$ cat src/rtl/nsc_pkg.sv
// Shared types for the near-region row cache controller.
// Assumes: command codes are fixed because the command consumer decodes them.
package nsc_pkg;

    typedef enum logic [2:0] {
        OP_NOP       = 3'd0,
        OP_ACT_NEAR  = 3'd1,
        OP_ACT_FAR   = 3'd2,
        OP_WRITEBACK = 3'd3,
        OP_COPY_IN   = 3'd4,
        OP_REFRESH   = 3'd5
    } nsc_op_e;

    typedef enum logic [1:0] {
        ST_IDLE = 2'd0,
        ST_WB   = 2'd1,
        ST_COPY = 2'd2
    } nsc_state_e;

endpackage

$ cat src/rtl/nsc_bank_timers.sv
// Per-bank command spacing counters.
// A single-bank load sets one counter. A global load (refresh) sets all counters.
// Each counter counts down to zero, and zero means the bank may take a command.
// Assumes: a single-bank load and a global load never occur in the same cycle.
module nsc_bank_timers #(
    parameter int NUM_BANKS = 2,
    parameter int TMR_W     = 4,
    localparam int BANK_W   = $clog2(NUM_BANKS)
) (
    input  logic                 clk,
    input  logic                 rst_n,
    input  logic                 load_en,
    input  logic [BANK_W-1:0]    load_bank,
    input  logic [TMR_W-1:0]     load_val,
    input  logic                 load_all,
    input  logic [TMR_W-1:0]     all_val,
    output logic [NUM_BANKS-1:0] zero
);

    for (genvar b = 0; b < NUM_BANKS; b++) begin : g_bank
        logic [TMR_W-1:0] cnt_q;

        // Load on a command, otherwise count down to zero.
        always_ff @(posedge clk) begin
            if (!rst_n) begin
                cnt_q <= '0;
            end else if (load_all) begin
                cnt_q <= all_val;
            end else if (load_en && (load_bank == BANK_W'(b))) begin
                cnt_q <= load_val;
            end else if (cnt_q != '0) begin
                cnt_q <= cnt_q - TMR_W'(1);
            end
        end

        assign zero[b] = (cnt_q == '0);
    end

endmodule

$ cat src/rtl/nsc_tag_dir.sv
// Two-way tag directory per bank and near set.
// Each entry holds a valid bit, a modified bit and a far-row tag. Each set
// holds one LRU bit. Lookup is combinational, and updates occur at the clock edge.
// Assumes: touch and fill are never asserted in the same cycle.
module nsc_tag_dir #(
    parameter int NUM_BANKS = 2,
    parameter int NEAR_SETS = 4,
    parameter int TAG_W     = 4,
    localparam int BANK_W   = $clog2(NUM_BANKS),
    localparam int SET_W    = $clog2(NEAR_SETS)
) (
    input  logic              clk,
    input  logic              rst_n,
    input  logic [BANK_W-1:0] lk_bank,
    input  logic [SET_W-1:0]  lk_set,
    input  logic [TAG_W-1:0]  lk_tag,
    output logic              lk_hit,
    output logic              lk_way,
    output logic              vic_way,
    output logic              vic_valid,
    output logic              vic_dirty,
    output logic [TAG_W-1:0]  vic_tag,
    input  logic              touch_en,
    input  logic              touch_way,
    input  logic              touch_dirty,
    input  logic              fill_en,
    input  logic [BANK_W-1:0] fill_bank,
    input  logic [SET_W-1:0]  fill_set,
    input  logic              fill_way,
    input  logic [TAG_W-1:0]  fill_tag
);

    localparam int WAYS = 2;

    logic [TAG_W-1:0] tag_q   [NUM_BANKS][NEAR_SETS][WAYS];
    logic             valid_q [NUM_BANKS][NEAR_SETS][WAYS];
    logic             dirty_q [NUM_BANKS][NEAR_SETS][WAYS];
    logic             lru_q   [NUM_BANKS][NEAR_SETS];

    logic hit0, hit1, v0, v1;

    // Tag compare and victim choice for the addressed set.
    always_comb begin
        v0        = valid_q[lk_bank][lk_set][0];
        v1        = valid_q[lk_bank][lk_set][1];
        hit0      = v0 && (tag_q[lk_bank][lk_set][0] == lk_tag);
        hit1      = v1 && (tag_q[lk_bank][lk_set][1] == lk_tag);
        lk_hit    = hit0 || hit1;
        lk_way    = !hit0 && hit1;
        vic_way   = !v0 ? 1'b0 : (!v1 ? 1'b1 : lru_q[lk_bank][lk_set]);
        vic_valid = valid_q[lk_bank][lk_set][vic_way];
        vic_dirty = dirty_q[lk_bank][lk_set][vic_way];
        vic_tag   = tag_q[lk_bank][lk_set][vic_way];
    end

    // Hits update LRU and modified state, and fills install a clean line.
    always_ff @(posedge clk) begin
        if (!rst_n) begin
            for (int b = 0; b < NUM_BANKS; b++) begin
                for (int s = 0; s < NEAR_SETS; s++) begin
                    lru_q[b][s] <= 1'b0;
                    for (int w = 0; w < WAYS; w++) begin
                        tag_q[b][s][w]   <= '0;
                        valid_q[b][s][w] <= 1'b0;
                        dirty_q[b][s][w] <= 1'b0;
                    end
                end
            end
        end else if (touch_en) begin
            lru_q[lk_bank][lk_set] <= ~touch_way;
            if (touch_dirty) begin
                dirty_q[lk_bank][lk_set][touch_way] <= 1'b1;
            end
        end else if (fill_en) begin
            tag_q[fill_bank][fill_set][fill_way]   <= fill_tag;
            valid_q[fill_bank][fill_set][fill_way] <= 1'b1;
            dirty_q[fill_bank][fill_set][fill_way] <= 1'b0;
            lru_q[fill_bank][fill_set]             <= ~fill_way;
        end
    end

endmodule

$ cat src/rtl/nsc_policy.sv
// Migration decision for a miss.
// In demand mode every miss migrates. In benefit mode a per-bank, per-set
// counter counts misses, and the miss that reaches the threshold migrates and
// clears the counter.
// Assumes: THRESH >= 1.
module nsc_policy #(
    parameter int NUM_BANKS = 2,
    parameter int NEAR_SETS = 4,
    parameter int THRESH    = 3,
    localparam int BANK_W   = $clog2(NUM_BANKS),
    localparam int SET_W    = $clog2(NEAR_SETS),
    localparam int CNT_W    = $clog2(THRESH + 1)
) (
    input  logic              clk,
    input  logic              rst_n,
    input  logic              benefit_mode,
    input  logic              ev_miss,
    input  logic [BANK_W-1:0] ev_bank,
    input  logic [SET_W-1:0]  ev_set,
    output logic              do_migrate
);

    logic [CNT_W-1:0] cnt_q [NUM_BANKS][NEAR_SETS];

    // Decide whether the current miss migrates.
    always_comb begin
        do_migrate = !benefit_mode || (cnt_q[ev_bank][ev_set] >= CNT_W'(THRESH - 1));
    end

    // Count benefit-mode misses per set, and clear the count on migration.
    always_ff @(posedge clk) begin
        if (!rst_n) begin
            for (int b = 0; b < NUM_BANKS; b++) begin
                for (int s = 0; s < NEAR_SETS; s++) begin
                    cnt_q[b][s] <= '0;
                end
            end
        end else if (ev_miss && benefit_mode) begin
            cnt_q[ev_bank][ev_set] <= do_migrate ? '0 : cnt_q[ev_bank][ev_set] + CNT_W'(1);
        end
    end

endmodule

$ cat src/rtl/near_cache_ctrl.sv
// Near-region row cache controller, top level.
// Accepts row activation requests and looks up the tag directory. It issues
// near or far activates with per-bank spacing and sequences write-back and
// copy for migrations. Refresh is issued once every bank is idle.
// Assumes: NUM_BANKS and NEAR_SETS are powers of two of at least 2, and every
// timing parameter is at least 1 cycle.
module near_cache_ctrl
    import nsc_pkg::*;
#(
    parameter int NUM_BANKS   = 2,
    parameter int ROW_W       = 6,
    parameter int NEAR_SETS   = 4,
    parameter int STAT_W      = 16,
    parameter int T_NEAR      = 3,
    parameter int T_FAR       = 7,
    parameter int T_WB        = 4,
    parameter int T_COPY      = 2,
    parameter int T_REF       = 6,
    parameter int BENEFIT_THR = 3,
    localparam int BANK_W     = $clog2(NUM_BANKS),
    localparam int SET_W      = $clog2(NEAR_SETS),
    localparam int TAG_W      = ROW_W - SET_W,
    localparam int SLOT_W     = SET_W + 1,
    localparam int T_MAX1     = (T_NEAR > T_FAR) ? T_NEAR : T_FAR,
    localparam int T_MAX2     = (T_WB > T_COPY) ? T_WB : T_COPY,
    localparam int T_MAX3     = (T_MAX1 > T_MAX2) ? T_MAX1 : T_MAX2,
    localparam int T_MAX      = (T_MAX3 > T_REF) ? T_MAX3 : T_REF,
    localparam int TMR_W      = $clog2(T_MAX + 1)
) (
    input  logic              clk,
    input  logic              rst_n,
    input  logic              req_valid,
    input  logic [BANK_W-1:0] req_bank,
    input  logic [ROW_W-1:0]  req_row,
    input  logic              req_write,
    input  logic              ref_req,
    input  logic              policy_benefit,
    output logic              req_ready,
    output logic              busy,
    output logic              cmd_valid,
    output logic [2:0]        cmd_op,
    output logic [BANK_W-1:0] cmd_bank,
    output logic [ROW_W-1:0]  cmd_row,
    output logic [SLOT_W-1:0] cmd_slot,
    output logic [STAT_W-1:0] hit_count,
    output logic [STAT_W-1:0] miss_count
);

    nsc_state_e st_q;
    logic [BANK_W-1:0] mig_bank_q;
    logic [SET_W-1:0]  mig_set_q;
    logic              mig_way_q;
    logic [TAG_W-1:0]  mig_tag_q;
    logic [TAG_W-1:0]  vic_tag_q;

    logic [SET_W-1:0]  req_set;
    logic [TAG_W-1:0]  req_tag;
    logic [NUM_BANKS-1:0] tmr_zero;
    logic lk_hit, lk_way, vic_way, vic_valid, vic_dirty;
    logic [TAG_W-1:0] vic_tag;
    logic do_migrate;
    logic ref_go, acc, acc_hit, acc_miss, mig_issue, fill_en;
    logic load_en;
    logic [BANK_W-1:0] load_bank;
    logic [TMR_W-1:0]  load_val;

    // Split the request row into the near set and the tag.
    always_comb begin
        req_set = req_row[SET_W-1:0];
        req_tag = req_row[ROW_W-1:SET_W];
    end

    // Arbitration between refresh, requests and the migration sequence.
    always_comb begin
        ref_go    = (st_q == ST_IDLE) && ref_req && (&tmr_zero);
        req_ready = (st_q == ST_IDLE) && !ref_req && tmr_zero[req_bank];
        acc       = req_valid && req_ready;
        acc_hit   = acc && lk_hit;
        acc_miss  = acc && !lk_hit;
        mig_issue = (st_q != ST_IDLE) && tmr_zero[mig_bank_q];
        fill_en   = mig_issue && (st_q == ST_COPY);
        busy      = (st_q != ST_IDLE);
    end

    // Pick the spacing for the bank that receives a command.
    always_comb begin
        load_en   = acc || mig_issue;
        load_bank = acc ? req_bank : mig_bank_q;
        if (acc) begin
            load_val = lk_hit ? TMR_W'(T_NEAR - 1) : TMR_W'(T_FAR - 1);
        end else if (st_q == ST_WB) begin
            load_val = TMR_W'(T_WB - 1);
        end else begin
            load_val = TMR_W'(T_COPY - 1);
        end
    end

    nsc_bank_timers #(
        .NUM_BANKS (NUM_BANKS),
        .TMR_W     (TMR_W)
    ) u_timers (
        .clk       (clk),
        .rst_n     (rst_n),
        .load_en   (load_en),
        .load_bank (load_bank),
        .load_val  (load_val),
        .load_all  (ref_go),
        .all_val   (TMR_W'(T_REF - 1)),
        .zero      (tmr_zero)
    );

    nsc_tag_dir #(
        .NUM_BANKS (NUM_BANKS),
        .NEAR_SETS (NEAR_SETS),
        .TAG_W     (TAG_W)
    ) u_dir (
        .clk         (clk),
        .rst_n       (rst_n),
        .lk_bank     (req_bank),
        .lk_set      (req_set),
        .lk_tag      (req_tag),
        .lk_hit      (lk_hit),
        .lk_way      (lk_way),
        .vic_way     (vic_way),
        .vic_valid   (vic_valid),
        .vic_dirty   (vic_dirty),
        .vic_tag     (vic_tag),
        .touch_en    (acc_hit),
        .touch_way   (lk_way),
        .touch_dirty (req_write),
        .fill_en     (fill_en),
        .fill_bank   (mig_bank_q),
        .fill_set    (mig_set_q),
        .fill_way    (mig_way_q),
        .fill_tag    (mig_tag_q)
    );

    nsc_policy #(
        .NUM_BANKS (NUM_BANKS),
        .NEAR_SETS (NEAR_SETS),
        .THRESH    (BENEFIT_THR)
    ) u_policy (
        .clk          (clk),
        .rst_n        (rst_n),
        .benefit_mode (policy_benefit),
        .ev_miss      (acc_miss),
        .ev_bank      (req_bank),
        .ev_set       (req_set),
        .do_migrate   (do_migrate)
    );

    // Sequencer: capture a migrating miss, then issue write-back and copy.
    always_ff @(posedge clk) begin
        if (!rst_n) begin
            st_q       <= ST_IDLE;
            mig_bank_q <= '0;
            mig_set_q  <= '0;
            mig_way_q  <= 1'b0;
            mig_tag_q  <= '0;
            vic_tag_q  <= '0;
        end else begin
            case (st_q)
                ST_IDLE: begin
                    if (acc_miss && do_migrate) begin
                        mig_bank_q <= req_bank;
                        mig_set_q  <= req_set;
                        mig_way_q  <= vic_way;
                        mig_tag_q  <= req_tag;
                        vic_tag_q  <= vic_tag;
                        st_q       <= (vic_valid && vic_dirty) ? ST_WB : ST_COPY;
                    end
                end
                ST_WB: begin
                    if (mig_issue) st_q <= ST_COPY;
                end
                default: begin
                    if (mig_issue) st_q <= ST_IDLE;
                end
            endcase
        end
    end

    // Registered command output.
    always_ff @(posedge clk) begin
        if (!rst_n) begin
            cmd_valid <= 1'b0;
            cmd_op    <= OP_NOP;
            cmd_bank  <= '0;
            cmd_row   <= '0;
            cmd_slot  <= '0;
        end else begin
            cmd_valid <= ref_go || acc || mig_issue;
            if (ref_go) begin
                cmd_op   <= OP_REFRESH;
                cmd_bank <= '0;
                cmd_row  <= '0;
                cmd_slot <= '0;
            end else if (acc) begin
                cmd_op   <= lk_hit ? OP_ACT_NEAR : OP_ACT_FAR;
                cmd_bank <= req_bank;
                cmd_row  <= req_row;
                cmd_slot <= lk_hit ? {req_set, lk_way} : '0;
            end else if (mig_issue) begin
                cmd_op   <= (st_q == ST_WB) ? OP_WRITEBACK : OP_COPY_IN;
                cmd_bank <= mig_bank_q;
                cmd_row  <= (st_q == ST_WB) ? {vic_tag_q, mig_set_q} : {mig_tag_q, mig_set_q};
                cmd_slot <= {mig_set_q, mig_way_q};
            end else begin
                cmd_op   <= OP_NOP;
            end
        end
    end

    // Hit and miss statistics.
    always_ff @(posedge clk) begin
        if (!rst_n) begin
            hit_count  <= '0;
            miss_count <= '0;
        end else begin
            if (acc_hit)  hit_count  <= hit_count + STAT_W'(1);
            if (acc_miss) miss_count <= miss_count + STAT_W'(1);
        end
    end

endmodule

$ cat config.mk
export PLATFORM = sky130hd
export DESIGN_NAME = near_cache_ctrl
export DESIGN_NICKNAME = d
export VERILOG_FILES = /design/src/rtl/nsc_pkg.sv /design/src/rtl/nsc_bank_timers.sv /design/src/rtl/nsc_tag_dir.sv /design/src/rtl/nsc_policy.sv /design/src/rtl/near_cache_ctrl.sv
export SDC_FILE = /design/constraint.sdc
export NUM_CORES = 1
export LEC_CHECK = 0
export CAP_MARGIN = 20
export CORE_MARGIN = 10
export CORE_UTILIZATION = 30
export DETAILED_ROUTE_END_ITERATION = 12
export DONT_BUFFER_PORTS = 1
export SYNTH_ARGS = -nofsm -noshare
export SYNTH_HDL_FRONTEND = slang
export SYNTH_SLANG_ARGS = --single-unit
$ cat constraint.sdc
create_clock -name clk -period 3.45 [get_ports clk]
set_input_delay 0.5175 -clock clk [delete_from_list [all_inputs] [get_ports clk]]
set_output_delay 0.5175 -clock clk [all_outputs]
set_load 0.03 [all_outputs]
# Word level (Yosys, flattened, before mapping)
# Memory sizes are Yosys's and may differ from the RTL's.
# Index checks and enable logic that the tools add are counted.
# Widths: inputs -> output; s select.
# word_totals
in_bits	13
elab_cells	223
regBits	66
ramBits	120
mem_count	5
out_inout_bits	48
# op_classes
reduce_logical	53
n_mux	115
bitwise_logic	9
addsub	5
n_lt_le_gt_ge	12
n_eq_ne	6
# mem_list
memory	words	word_bits	rd	rd_ports_with_merged_regs	write_ports	line	source
u_dir.tag_q	2	32	1	0	2	nsc_tag_dir.sv:35	logic [TAG_W-1:0] tag_q [NUM_BANKS][NEAR_SETS][WAYS];
u_dir.dirty_q	2	8	1	0	2	nsc_tag_dir.sv:37	logic dirty_q [NUM_BANKS][NEAR_SETS][WAYS];
u_dir.valid_q	2	8	1	0	2	nsc_tag_dir.sv:36	logic valid_q [NUM_BANKS][NEAR_SETS][WAYS];
u_policy.cnt_q	2	8	1	0	2	nsc_policy.sv:23	logic [CNT_W-1:0] cnt_q [NUM_BANKS][NEAR_SETS];
u_dir.lru_q	2	4	1	0	2	nsc_tag_dir.sv:38	logic lru_q [NUM_BANKS][NEAR_SETS];
# op_table
op	count
$mux 8	14
$mux 32	3
$mux 3	15
$mux 4	10
$mux 1	39
$add 16x1->16 const B	2
$mux 2	16
$reduce_or 32->1	1
$reduce_or 8->1	4
$logic_and 1x1->1	21
$mux 6	3
$bmux 8 s2	1
$demux 8 s2	1
$bmux 2 s2	3
$demux 2 s2	3
$reduce_bool 3->1	4
$reduce_bool 2->1	5
$eq 4x4->1	2
$ge 2x2->1 const B	4
$reduce_or 4->1	2
$ge 3x3->1 const B	2
$logic_not 3->1	2
$lt 3x1->1 const B	2
$not 1->2	3
21 further kinds	38

# Longest topological paths before layout
# Gate-level depths: netlist of run 1.
# depth
ltp_word	19
mapped_depth	13
depth_no_buf	10

# By module
# Synthesis of run 1 repeated with hierarchy kept, for this count alone.
# unflattened
hier_cells	829
area_unflattened_um2	9200.1
# modules_own_cells
mod	n_inst	cells_each	seq_area_each_um2	area_per_inst_um2
nsc_tag_dir	1	386	3093.0	5074.9
near_cache_ctrl	1	315	1201.2	2751.4
nsc_policy	1	78	480.5	943.4
nsc_bank_timers	1	50	120.1	430.4

# Least setup slack after synthesis of run 1
# Ideal clock, no wire load.
# synth_path
path_kind	register -> register
startpoint	register u_timers.g_bank[1].cnt_q[0]
endpoint	memory u_dir.tag_q[1][0] (netlist bit), enable pin
t_required_ns	3.076
setup_time_ns	0.374
path_buffers	3
synth_period_minus_slack_ns	2.990
arrival_time_ns	2.616
setup_slack_ns	0.460
stages_incl_launch_ff	12
cell_sequence	dfxtp_1 -> inv_1 -> ha_1 -> nor2b_1 -> clkbuf_1 -> mux2i_1 -> or3_1 -> clkbuf_1 -> inv_1 -> clkbuf_1 -> nand2_1 -> o21ai_0
# synth_lines
item	line	source
from (decl)	nsc_bank_timers.sv:21	logic [TMR_W-1:0] cnt_q;
from (signal assigned)	nsc_bank_timers.sv:28	cnt_q <= all_val;
from (signal assigned)	nsc_bank_timers.sv:30	cnt_q <= load_val;
from (signal assigned)	nsc_bank_timers.sv:32	cnt_q <= cnt_q - TMR_W'(1);
to (decl)	nsc_tag_dir.sv:35	

# Worst setup path in the final report of run 1
# layout_path
startpoint	memory u_dir.tag_q[0][12] (netlist bit)
endpoint	register hit_count[8]
# layout_between
elab_chain_len	8
# layout_lines
item	line	source
$mem_v2 2x32	--	
$bmux 8 s2	nsc_tag_dir.sv:46	hit0 = v0 && (tag_q[lk_bank][lk_set][0] == lk_tag);
$mux 8 (not written as such) (2 in a row)	nsc_tag_dir.sv:46	
$eq 4x4->1	nsc_tag_dir.sv:46	
$logic_and 1x1->1	nsc_tag_dir.sv:46	
$logic_or 1x1->1	nsc_tag_dir.sv:48	lk_hit = hit0 || hit1;
$logic_and 1x1->1	near_cache_ctrl.sv:78	acc_hit = acc && lk_hit;
to (signal assigned)	near_cache_ctrl.sv:220	if (acc_hit) hit_count <= hit_count + STAT_W'(1);
to (decl)	near_cache_ctrl.sv:45	output logic [STAT_W-1:0] hit_count,
# Every way passes these cells. The select of a mux whose other input is x is not followed.
# A chain may end at the register's enable or synchronous reset.

==> flow_metrics.env, run 1 <==
export IMPL_run_status="complete, no violations"
export IMPL_peak_fanout_along_the_critical_path=14
export IMPL_critical_path_top_delay_cell="sky130_fd_sc_hd__or4_1"
export IMPL_cts_setup_buffers=0
export IMPL_p_sw_share_pct=27.7
export IMPL_synth_edff_count=117
export IMPL_nFillCells=3084
export IMPL_power_ir_vdd_worst_mv=0.329
export IMPL_setup_total_negative_slack_ns=0
export IMPL_critical_path_endpoint_type="flop"
export IMPL_finalWirelength_mm=24.8
export IMPL_share_of_power_burned_in_registers_pct=47.8
export IMPL_mappedNetlistArea_um2=9180
export IMPL_ys_flop_type="sky130_fd_sc_hd__edfxtp_1"
export IMPL_postLayoutCoreUtil_pct=33.9
export IMPL_critPathArrivalTime_ns=3.33
export IMPL_post_cts_resize_count=0
export IMPL_die_area_um2=38000
export IMPL_cts_root_to_sink_buffers=2
export IMPL_dr_total_vias=6625
export IMPL_async_flop_share_pct=0
export IMPL_grt_setup_unrepaired="false"
export IMPL_wire_per_inst_um=19.7
export IMPL_worstHoldPathCells=2
export IMPL_switchingPower_w=0.00153
export IMPL_part_of_the_yosys_area_used_for_sequential_elements_pct=53.3
export IMPL_clockPowerShare_pct=37.3
export IMPL_path_cells="mux4_2, mux2i_4, xor2_1, and4bb_1, buf_4, o211ai_4, or4_1, a21oi_1"
export IMPL_placedCellCount=1228
export IMPL_antenna_left=0
export IMPL_drcViolationCount=0
export IMPL_initial_antenna_violation_count=0
export IMPL_synth_distinct_cells=77
export IMPL_synth_cells=851
export IMPL_max_stage_delay_ns=0.53
export IMPL_worst_slack_placed_ns=0.332
export IMPL_total_grt_usage_pct=12.9
export IMPL_tritoncts_num_sinks=186
export IMPL_stdcell_count=1260
export IMPL_power_internal_w=0.00400
export IMPL_cts_htree_levels=4
export IMPL_power_leakage_nw=3.76
export IMPL_grt_pass1_wl_mm=38.8
export IMPL_comb_power_share_pct=14.9
export IMPL_cp_buffers_inverters=1
export IMPL_finalNetCount=871
export IMPL_finalHoldWorstSlack_ns=0.200
export IMPL_detail_route_iter0_violations=591
export IMPL_vias_per_cell=5.26
export IMPL_finalHoldViolations=0
export IMPL_synth_net_count=871
export IMPL_maxClockFrequency_mhz=337
export IMPL_hold_path_class="in -> reg"
export IMPL_report_final_setup_viol=0
export IMPL_drv_max_cap_violation_count=0
export IMPL_cts_root_buf="sky130_fd_sc_hd__clkbuf_16"
export IMPL_finalWorstSetupSlack_ns=0.487
export IMPL_start_kind="flop"
export IMPL_grt_pass1_vias=6408
export IMPL_initial_core_utilization_pct=30.2
export IMPL_yosysWarningCount=0
export IMPL_setup_clock_skew_after_layout_ns=0.0116
export IMPL_clkSlewWorstSetupHoldPaths_ns=0.07
export IMPL_core_area_um2=30400
export IMPL_min_period_ns=2.96
export IMPL_tritoncts_num_buffers=17
export IMPL_critPathKind="reg -> reg"
export IMPL_grt_total_ovfl=0
export IMPL_power_per_cell_area_nw_per_um2=536
export IMPL_layout_drive_gt1_share_pct=14.2
export IMPL_worstRegToRegCells=8
export IMPL_timing_final_max_slew_violations=0
export IMPL_gp_congestion=0.916
export IMPL_die_height_um=195
export IMPL_worst_endpoint_required_ns=3.82
export IMPL_buffer_ports_inserted=0
export IMPL_detail_route_first_pass_iterations=5
export IMPL_cts_hold_fix_buffers=0
export IMPL_synth_area_per_cell_um2=10.8
export IMPL_tightest_slew_ns=0.661
export IMPL_tritoncts_clock_tree="yes"
export IMPL_grt_max_degree=107
export IMPL_dpl_hpwl_mm=17.8
export IMPL_diodes=0
export IMPL_maxSlewHeadroom_pct=55.8
export IMPL_ys_ff_latch=186
export IMPL_ioPinCount=61
export IMPL_path_delay_family="simple AND/OR/NAND/NOR gates"
export IMPL_area_delta_synth_final_pct=12.4
export IMPL_final_period_utilization_pct=85.9
export IMPL_num_rows=64
export IMPL_cp_num_cells=8
export IMPL_clock_latency_ns=0.45
export IMPL_chipWidth_um=195
==> logic make-up after synthesis <==
| family | count (synthesis) | share of synthesized area [%] |
|---|---|---|
| adder cells (fa/ha/maj) | 7 | 0.954 |
| AND/OR/NAND/NOR | 315 | 17.0 |
| AO/OA/AOI/OAI | 165 | 11.7 |
| flip-flops | 186 | 53.3 |
| XOR/XNOR | 13 | 1.24 |
| multiplexers | 80 | 11.8 |
| buffers and inverters | 85 | 4.02 |
==> Yosys cell counts, drive strengths merged (10+ instances only) <==
cell	instances	share of area, %
and2	14	0.98
nor3	10	0.72
edfxtp	117	38
mux2	13	1.6
nand2b	21	1.4
nand3	21	1.1
inv	28	1.1
and3	18	1.2
nor2	84	3.4
buf	19	1.3
clkbuf	37	1.5
mux2i	47	5.3
nand2	93	3.8
dfxtp	69	15
mux4	20	4.9
or3	15	1.0
a21oi	40	2.2
o21ai	50	2.8
nor4	11	1.0
==> stage by stage <==
step	total power [W]	instance area [µm²]
after floorplan	0.00329	9180
after global placement	0.00351	9700
after detailed placement	0.00351	9700
after CTS	0.00556	10300
after global routing	0.00575	10300
final	0.00553	10300
==> path summary, 6_finish.rpt <==
check / start / end / slack (ns)
worst max-delay path: u_dir.tag_q[0][12] / hit_count[8] / 0.49
worst min-delay path: req_row[4] / mig_tag_q[2] / 0.20
worst max register to register: u_dir.tag_q[0][12] / hit_count[8] / 0.49
worst min register to register: u_dir.valid_q[1][7] / u_dir.valid_q[1][7] / 0.46
==> state kept, by name, indices dropped and copies added (netlist names), 8 cells and up <==
signal,cells
u_dir.tag_q,64
hit_count,16
miss_count,16
u_dir.dirty_q,16
u_dir.valid_q,16
u_policy.cnt_q,16
u_dir.lru_q,8
==> area by class of cell <==
cell class / instances / area (µm²) / area share [%]
clock buffers: 20 / 472 / 4.57
multi-input cells: 580 / 3920 / 38.0
inverters: 29 / 109 / 1.05
well taps: 396 / 495 / 4.80
clock inverters: 12 / 154 / 1.49
flip-flops and latches: 186 / 4890 / 47.4
repair buffers: 37 / 278 / 2.69
==> power groups by stage <==
stage          sequential, W  clock (W)  combinational [W]
2_1_floorplan        0.00266          0           0.000638
3_3_place_gp         0.00269          0           0.000816
3_5_place_dp         0.00269          0           0.000818
4_1_cts              0.00265    0.00209           0.000822
5_1_grt              0.00266    0.00218           0.000909
6_report             0.00264    0.00206           0.000825
==> per-layer routing <==
metal | part of all wire (%) | up-vias | wire [µm] | GRT usage [%]
li1 | - | 3124 | - | -
met2 | 48 | 217 | 11900 | 20.7
met1 | 44 | 3250 | 10900 | 16.7
met3 | 6.0 | 34 | 1490 | 2.68
met4 | 2.1 | 0 | 514 | 4.64
met5 | 0 | - | 0 | 0
==> placed cells by master (no fill, tap or decap), types with 8 or more instances in the layout <==
cell type | Yosys | final
sky130_fd_sc_hd__a21oi_1 | 39 | 39
sky130_fd_sc_hd__and2_1 | 13 | 13
sky130_fd_sc_hd__and3_1 | 18 | 18
sky130_fd_sc_hd__buf_4 | 2 | 37
sky130_fd_sc_hd__clkbuf_16 | 0 | 18
sky130_fd_sc_hd__dfxtp_1 | 69 | 69
sky130_fd_sc_hd__edfxtp_1 | 117 | 117
sky130_fd_sc_hd__inv_1 | 28 | 28
sky130_fd_sc_hd__mux2_2 | 13 | 13
sky130_fd_sc_hd__mux2i_1 | 46 | 46
sky130_fd_sc_hd__mux4_2 | 20 | 20
sky130_fd_sc_hd__nand2_1 | 92 | 92
sky130_fd_sc_hd__nand2b_1 | 21 | 21
sky130_fd_sc_hd__nand3_1 | 21 | 21
sky130_fd_sc_hd__nor2_1 | 84 | 84
sky130_fd_sc_hd__nor3_1 | 8 | 8
sky130_fd_sc_hd__nor4_1 | 8 | 8
sky130_fd_sc_hd__o21ai_0 | 48 | 48
sky130_fd_sc_hd__or3_1 | 15 | 15
==> worst reg2reg max path, cell delays in order (launching register included) <==
cell	delay [ns]
sky130_fd_sc_hd__edfxtp_1	0.38
sky130_fd_sc_hd__mux4_2	0.50
sky130_fd_sc_hd__mux2i_4	0.20
sky130_fd_sc_hd__xor2_1	0.24
sky130_fd_sc_hd__and4bb_1	0.46
sky130_fd_sc_hd__buf_4	0.26
sky130_fd_sc_hd__o211ai_4	0.17
sky130_fd_sc_hd__or4_1	0.53
sky130_fd_sc_hd__a21oi_1	0.15
Power figures use the tool's default switching activity.
==> run 2, diff against run 1 <==
--- a/config.mk
+++ b/config.mk
@@ -7,7 +7,7 @@
 export LEC_CHECK = 0
 export CAP_MARGIN = 20
 export CORE_MARGIN = 10
-export CORE_UTILIZATION = 30
+export CORE_UTILIZATION = 40
 export DETAILED_ROUTE_END_ITERATION = 12
 export DONT_BUFFER_PORTS = 1
 export SYNTH_ARGS = -nofsm -noshare
==> flow_metrics.env, run 2 (same netlist as run 1, synthesis figures left out) <==
export IMPL_run_status="complete, no violations"
export IMPL_power_per_cell_area_nw_per_um2=537
export IMPL_finalWirelength_mm=24.2
export IMPL_ff_latch_area_um2=4890
export IMPL_initial_core_utilization_pct=40.6
export IMPL_detail_route_iter0_violations=568
export IMPL_detail_route_first_pass_iterations=6
export IMPL_peak_fanout_along_the_critical_path=10
export IMPL_power_leakage_nw=3.74
export IMPL_report_final_setup_viol=0
export IMPL_tritoncts_num_buffers=17
export IMPL_grt_pass1_wl_mm=38.0
export IMPL_cts_setup_buffers=0
export IMPL_leading_cell_type_in_the_layout_fill_and_taps_excluded="sky130_fd_sc_hd__edfxtp_1"
export IMPL_tritoncts_clock_tree="yes"
export IMPL_chipWidth_um=172
export IMPL_path_cells="mux4_2, mux2i_4, xor2_1, nand4bb_1, o31ai_1, o21ai_0, a2111oi_0"
export IMPL_total_grt_usage_pct=16.9
export IMPL_drcViolationCount=0
export IMPL_layout_drive_gt1_share_pct=13.7
export IMPL_critical_path_top_delay_cell="sky130_fd_sc_hd__mux4_2"
export IMPL_area_taken_by_multi_input_logic_gates_um2=3920
export IMPL_clock_latency_ns=0.43
export IMPL_start_kind="flop"
export IMPL_nFillCells=2070
export IMPL_worst_endpoint_required_ns=3.63
export IMPL_cts_root_to_sink_buffers=2
export IMPL_critical_path_endpoint_type="flop"
export IMPL_initial_antenna_violation_count=0
export IMPL_die_area_um2=29400
export IMPL_power_ir_vdd_worst_mv=0.403
export IMPL_critPathKind="reg -> reg"
export IMPL_grt_pass1_vias=6422
export IMPL_die_height_um=172
export IMPL_grt_max_degree=107
export IMPL_core_area_um2=22600
export IMPL_final_design_area_no_fill_um2=10100
export IMPL_grt_setup_unrepaired="false"
export IMPL_clkSlewWorstSetupHoldPaths_ns=0.07
export IMPL_regMostFlops="u_dir.tag_q"
export IMPL_antenna_left=0
export IMPL_dpl_hpwl_mm=17.2
export IMPL_final_period_utilization_pct=91.0
export IMPL_critPathArrivalTime_ns=3.32
export IMPL_dr_total_vias=6640
export IMPL_max_stage_delay_ns=0.50
export IMPL_layout_common_cells="117 x sky130_fd_sc_hd__edfxtp_1, 92 x sky130_fd_sc_hd__nand2_1, 84 x sky130_fd_sc_hd__nor2_1, 69 x sky130_fd_sc_hd__dfxtp_1, 48 x sky130_fd_sc_hd__o21ai_0"
export IMPL_post_cts_resize_count=0
export IMPL_cts_hold_fix_buffers=0
export IMPL_grt_total_ovfl=0
export IMPL_maxSlewHeadroom_pct=54.4
export IMPL_drv_max_cap_violation_count=0
export IMPL_maxClockFrequency_mhz=318
export IMPL_wire_per_inst_um=21.1
export IMPL_ioPinCount=61
export IMPL_gp_congestion=0.887
export IMPL_vias_per_cell=5.79
export IMPL_largest_register_ffs=64
export IMPL_num_rows=55
export IMPL_setup_clock_skew_after_layout_ns=0.0134
export IMPL_timing_final_max_slew_violations=0
export IMPL_cts_root_buf="sky130_fd_sc_hd__clkbuf_16"
export IMPL_finalHoldViolations=0
export IMPL_hold_path_class="in -> reg"
export IMPL_buffer_ports_inserted=0
export IMPL_placed_cell_area_um2=9540
export IMPL_cts_htree_levels=4
export IMPL_tritoncts_num_sinks=186
export IMPL_diodes=0
export IMPL_finalNetCount=868
export IMPL_min_period_ns=3.14
export IMPL_tightest_slew_ns=0.681
export IMPL_setup_total_negative_slack_ns=0
export IMPL_area_delta_synth_final_pct=10.3
run 2: cell count changes in the layout (fill, tap and decap cells not counted), sizes merged:
cell    before  now
buf         37   34
clkinv       5    2
bufinv       2    1
clkbuf      20   22
inv         33   35
run 2: power by group:
part           internal, W  total, W  switching [W]
Sequential         0.00250   0.00265       0.000146
Clock              0.00111   0.00197       0.000856
Combinational     0.000331  0.000819       0.000487
Total              0.00395   0.00544        0.00149
run 2: critical path, delay by kind of cell, from the launching register on:
| kind | cells | cell delay [ns] |
|---|---|---|
| AO/OA/AOI/OAI | 3 | 1.08 |
| multiplexers | 2 | 0.72 |
| AND/OR/NAND/NOR | 1 | 0.47 |
| flip-flops | 1 | 0.41 |
| XOR/XNOR | 1 | 0.21 |
run 2: through the flow:
stage	worst slack [ns]	utilization [%]	hold WS, ns	power (W)	std cells
after floorplan	0.460	-	0.422	0.00329	851
after global placement	0.329	42.1	0.442	0.00350	1114
final	0.310	44.7	0.217	0.00544	1146
after detailed placement	0.201	42.1	0.444	0.00350	1114
after CTS	0.325	44.7	0.190	0.00546	1146
after global routing	0.144	44.7	0.202	0.00566	1146
run 2: per-layer routing:
layer | wire [µm] | vias up | part of all wire [%] | GRT usage (%)
met5 | 0 | - | 0 | 0
met4 | 738 | 0 | 3.1 | 7.52
met3 | 1670 | 47 | 6.9 | 4.08
met2 | 11400 | 243 | 47 | 25.7
met1 | 10400 | 3240 | 43 | 22.2
li1 | - | 3110 | - | -
run 2: cell type report:
class                      count  share of cell area, %
sequential                   186                   48.3
multi-input combinational    580                   38.7
clock buffer                  22                   4.90
tap                          285                   3.52
timing repair buffer          34                   2.52
inverter                      29                   1.07
clock inverter                10                  0.976
run 2: final timing paths:
path	startpoint	endpoint	depth (start not counted)	slack [ns]
worst min-delay path	req_row[5]	mig_tag_q[3]	2	0.22
worst max register to register	u_dir.tag_q[1][28]	u_dir.dirty_q[0][3]	7	0.31
worst max-delay path	u_dir.tag_q[1][28]	u_dir.dirty_q[0][3]	7	0.31
worst min register to register	u_dir.valid_q[1][7]	u_dir.valid_q[1][7]	2	0.46
==> run 3, diff against run 2 <==
--- a/config.mk
+++ b/config.mk
@@ -8,8 +8,10 @@
 export CAP_MARGIN = 20
 export CORE_MARGIN = 10
 export CORE_UTILIZATION = 40
+export CTS_CLUSTER_SIZE = 10
 export DETAILED_ROUTE_END_ITERATION = 12
 export DONT_BUFFER_PORTS = 1
 export SYNTH_ARGS = -nofsm -noshare
 export SYNTH_HDL_FRONTEND = slang
+export SYNTH_HIERARCHICAL = 1
 export SYNTH_SLANG_ARGS = --single-unit
==> flow_metrics.env, run 3 <==
export IMPL_run_status="complete, no violations"
export IMPL_chipWidth_um=172
export IMPL_diodes=0
export IMPL_synth_edff_count=117
export IMPL_ys_flop_type="sky130_fd_sc_hd__edfxtp_1"
export IMPL_netlist_top_cells_count="117 x sky130_fd_sc_hd__edfxtp_1, 73 x sky130_fd_sc_hd__nor2_1, 69 x sky130_fd_sc_hd__dfxtp_1, 60 x sky130_fd_sc_hd__nand2_1, 55 x sky130_fd_sc_hd__mux2i_1"
export IMPL_min_period_ns=3.24
export IMPL_stdcell_count=1138
export IMPL_start_kind="flop"
export IMPL_wire_per_inst_um=20.2
export IMPL_finalNetCount=860
export IMPL_cts_root_buf="sky130_fd_sc_hd__clkbuf_16"
export IMPL_power_leakage_nw=3.74
export IMPL_setup_clock_skew_after_layout_ns=0.0135
export IMPL_area_delta_synth_final_pct=11.7
export IMPL_critical_path_top_delay_cell="sky130_fd_sc_hd__mux4_1"
export IMPL_layout_drive_gt1_share_pct=15.4
export IMPL_synth_area_leaders="sky130_fd_sc_hd__edfxtp_1 38%, sky130_fd_sc_hd__dfxtp_1 15%, sky130_fd_sc_hd__mux2i_1 6.0%"
export IMPL_maxClockFrequency_mhz=308
export IMPL_worst_endpoint_required_ns=3.63
export IMPL_synthDominantCellAreaShare_pct=38.2
export IMPL_tritoncts_num_buffers=17
export IMPL_rrSetupSlack_ns=0.21
export IMPL_initial_antenna_violation_count=0
export IMPL_maxSlewHeadroom_pct=44.2
export IMPL_cts_root_to_sink_buffers=2
export IMPL_report_final_setup_viol=0
export IMPL_cts_htree_levels=4
export IMPL_r2r_start="u_dir/tag_q[0][7]"
export IMPL_critical_path_endpoint_type="flop"
export IMPL_drv_max_cap_violation_count=0
export IMPL_post_cts_resize_count=0
export IMPL_layout_common_cells="117 x sky130_fd_sc_hd__edfxtp_1, 73 x sky130_fd_sc_hd__nor2_1, 69 x sky130_fd_sc_hd__dfxtp_1, 57 x sky130_fd_sc_hd__nand2_1, 55 x sky130_fd_sc_hd__mux2i_1"
export IMPL_detail_route_iter0_violations=600
export IMPL_ys_ff_latch=186
export IMPL_synth_area_per_cell_um2=11.1
export IMPL_path_cells="mux4_1, mux2i_4, xnor2_1, nor2_1, nand4_1, a21bo_4, nor2b_2, nand3_2, inv_4, nand3_1, or3_4, nor4b_1"
export IMPL_die_area_um2=29500
export IMPL_placedCellCount=1106
export IMPL_regMostFlops="u_dir/tag_q"
export IMPL_timing_final_max_slew_violations=0
export IMPL_worstRegToRegCells=12
export IMPL_detail_route_first_pass_iterations=6
export IMPL_crit_path_start="u_dir/tag_q[0][7]"
export IMPL_vias_per_cell=5.70
export IMPL_nFillCells=2075
export IMPL_dpl_hpwl_mm=15.7
export IMPL_async_flop_share_pct=0
export IMPL_grt_setup_unrepaired="false"
export IMPL_peak_fanout_along_the_critical_path=5
export IMPL_synth_top_area_cell="sky130_fd_sc_hd__edfxtp_1"
export IMPL_hold_path_class="in -> reg"
export IMPL_final_period_utilization_pct=94.0
export IMPL_clock_latency_ns=0.44
export IMPL_power_ir_vdd_worst_mv=0.283
export IMPL_power_per_cell_area_nw_per_um2=546
export IMPL_critPathArrivalTime_ns=3.42
export IMPL_finalHoldViolations=0
export IMPL_worstHoldPathCells=1
export IMPL_largest_register_ffs=64
export IMPL_die_height_um=172
export IMPL_initial_core_utilization_pct=40.6
export IMPL_num_rows=55
export IMPL_cts_setup_buffers=0
export IMPL_mappedNetlistArea_um2=9200
export IMPL_critPathKind="reg -> reg"
export IMPL_ioPinCount=61
export IMPL_core_area_um2=22600
export IMPL_part_of_the_yosys_area_used_for_sequential_elements_pct=53.2
export IMPL_min_delay_start="rst_n"
export IMPL_total_grt_usage_pct=15.5
export IMPL_leading_cell_type_in_the_layout_fill_and_taps_excluded="sky130_fd_sc_hd__edfxtp_1"
export IMPL_finalWirelength_mm=23.0
export IMPL_grt_pass1_wl_mm=35.2
export IMPL_grt_pass1_vias=6090
export IMPL_clkSlewWorstSetupHoldPaths_ns=0.07
export IMPL_gp_congestion=0.816
export IMPL_tritoncts_num_sinks=186
export IMPL_dr_total_vias=6491
export IMPL_synth_most_common_cell="sky130_fd_sc_hd__edfxtp_1"
export IMPL_tightest_slew_ns=0.836
export IMPL_buffer_ports_inserted=0
export IMPL_synth_cells=829
export IMPL_cts_hold_fix_buffers=0
export IMPL_antenna_left=0
export IMPL_grt_total_ovfl=0
export IMPL_postLayoutCoreUtil_pct=45.4
export IMPL_yosysWarningCount=6
export IMPL_finalHoldWorstSlack_ns=0.236
export IMPL_drcViolationCount=0
export IMPL_grt_max_degree=64
export IMPL_max_stage_delay_ns=0.56
export IMPL_synth_distinct_cells=75
export IMPL_tritoncts_clock_tree="yes"
## run 3: changes by cell type after synthesis, sizes merged, moves of 9 or more
cell / before / now
and3: 18 / 4
a22oi: 7 / 18
o21ai: 50 / 38
clkbuf: 37 / 27
and2: 14 / 35
mux2i: 47 / 56
nor2: 84 / 75
nand2: 93 / 60
or4: 2 / 21
o31ai: 7 / 19
## run 3: report_power, final
group	internal (W)	switching [W]
sequential	0.00251	0.000168
combinational	0.000401	0.000592
clock	0.00108	0.000860
total	0.00399	0.00162
## run 3: worst paths after layout
path,to
worst max-delay path,u_policy/cnt_q[1][0]
worst min-delay path,st_q[0]
worst max register to register,u_policy/cnt_q[1][0]
worst min register to register,u_dir/valid_q[1][7]
## run 3: worst max-delay path, delay by kind of cell (launching register included)
kind	cells	cell delay (ns)
AND/OR/NAND/NOR	7	1.32
buffers and inverters	1	0.12
AO/OA/AOI/OAI	1	0.26
multiplexers	2	0.73
flip-flops	1	0.43
XOR/XNOR	1	0.13
## run 3: through the flow
step | setup slack [ns] | total power, W | area (µm²) | TNS [ns]
after floorplan | -0.0329 | 0.00347 | 9360 | -0.351
after global placement | 0.112 | 0.00370 | 9700 | 0
after detailed placement | 0.0425 | 0.00371 | 9700 | 0
after CTS | 0.179 | 0.00564 | 10300 | 0
after global routing | 0.0331 | 0.00585 | 10300 | 0
final | 0.206 | 0.00561 | 10300 | 0
## run 3: kinds of logic (layout without fill, tap and decap cells)
group	after synthesis	in the layout	synth area share, %
and+or+nand+nor	311	311	18.6
DFF	186	186	53.2
AOI/OAI and AO/OA	150	150	10.7
muxes	79	79	10.8
buffers and inverters	76	99	3.97
xor gates and xnor gates	18	18	1.71
adders and majority gates	7	7	0.952
other	2	3	0.0816
## run 3: layer usage
metal	global-route usage [%]	wire length (µm)
met4	4.54	295
met3	3.67	1390
met2	24.8	10900
met1	20.4	10400
met5	0	0
## run 3: area by class of cell
cell class	instances	area (µm²)	share of cell area, %
Sequential cell	186	4890	47.6
Inverter	29	111	1.08
Clock inverter	11	133	1.29
Tap cell	285	357	3.47
Timing Repair Buffer	38	285	2.78
Multi-Input combinational cell	568	4060	39.5
Clock buffer	21	440	4.29
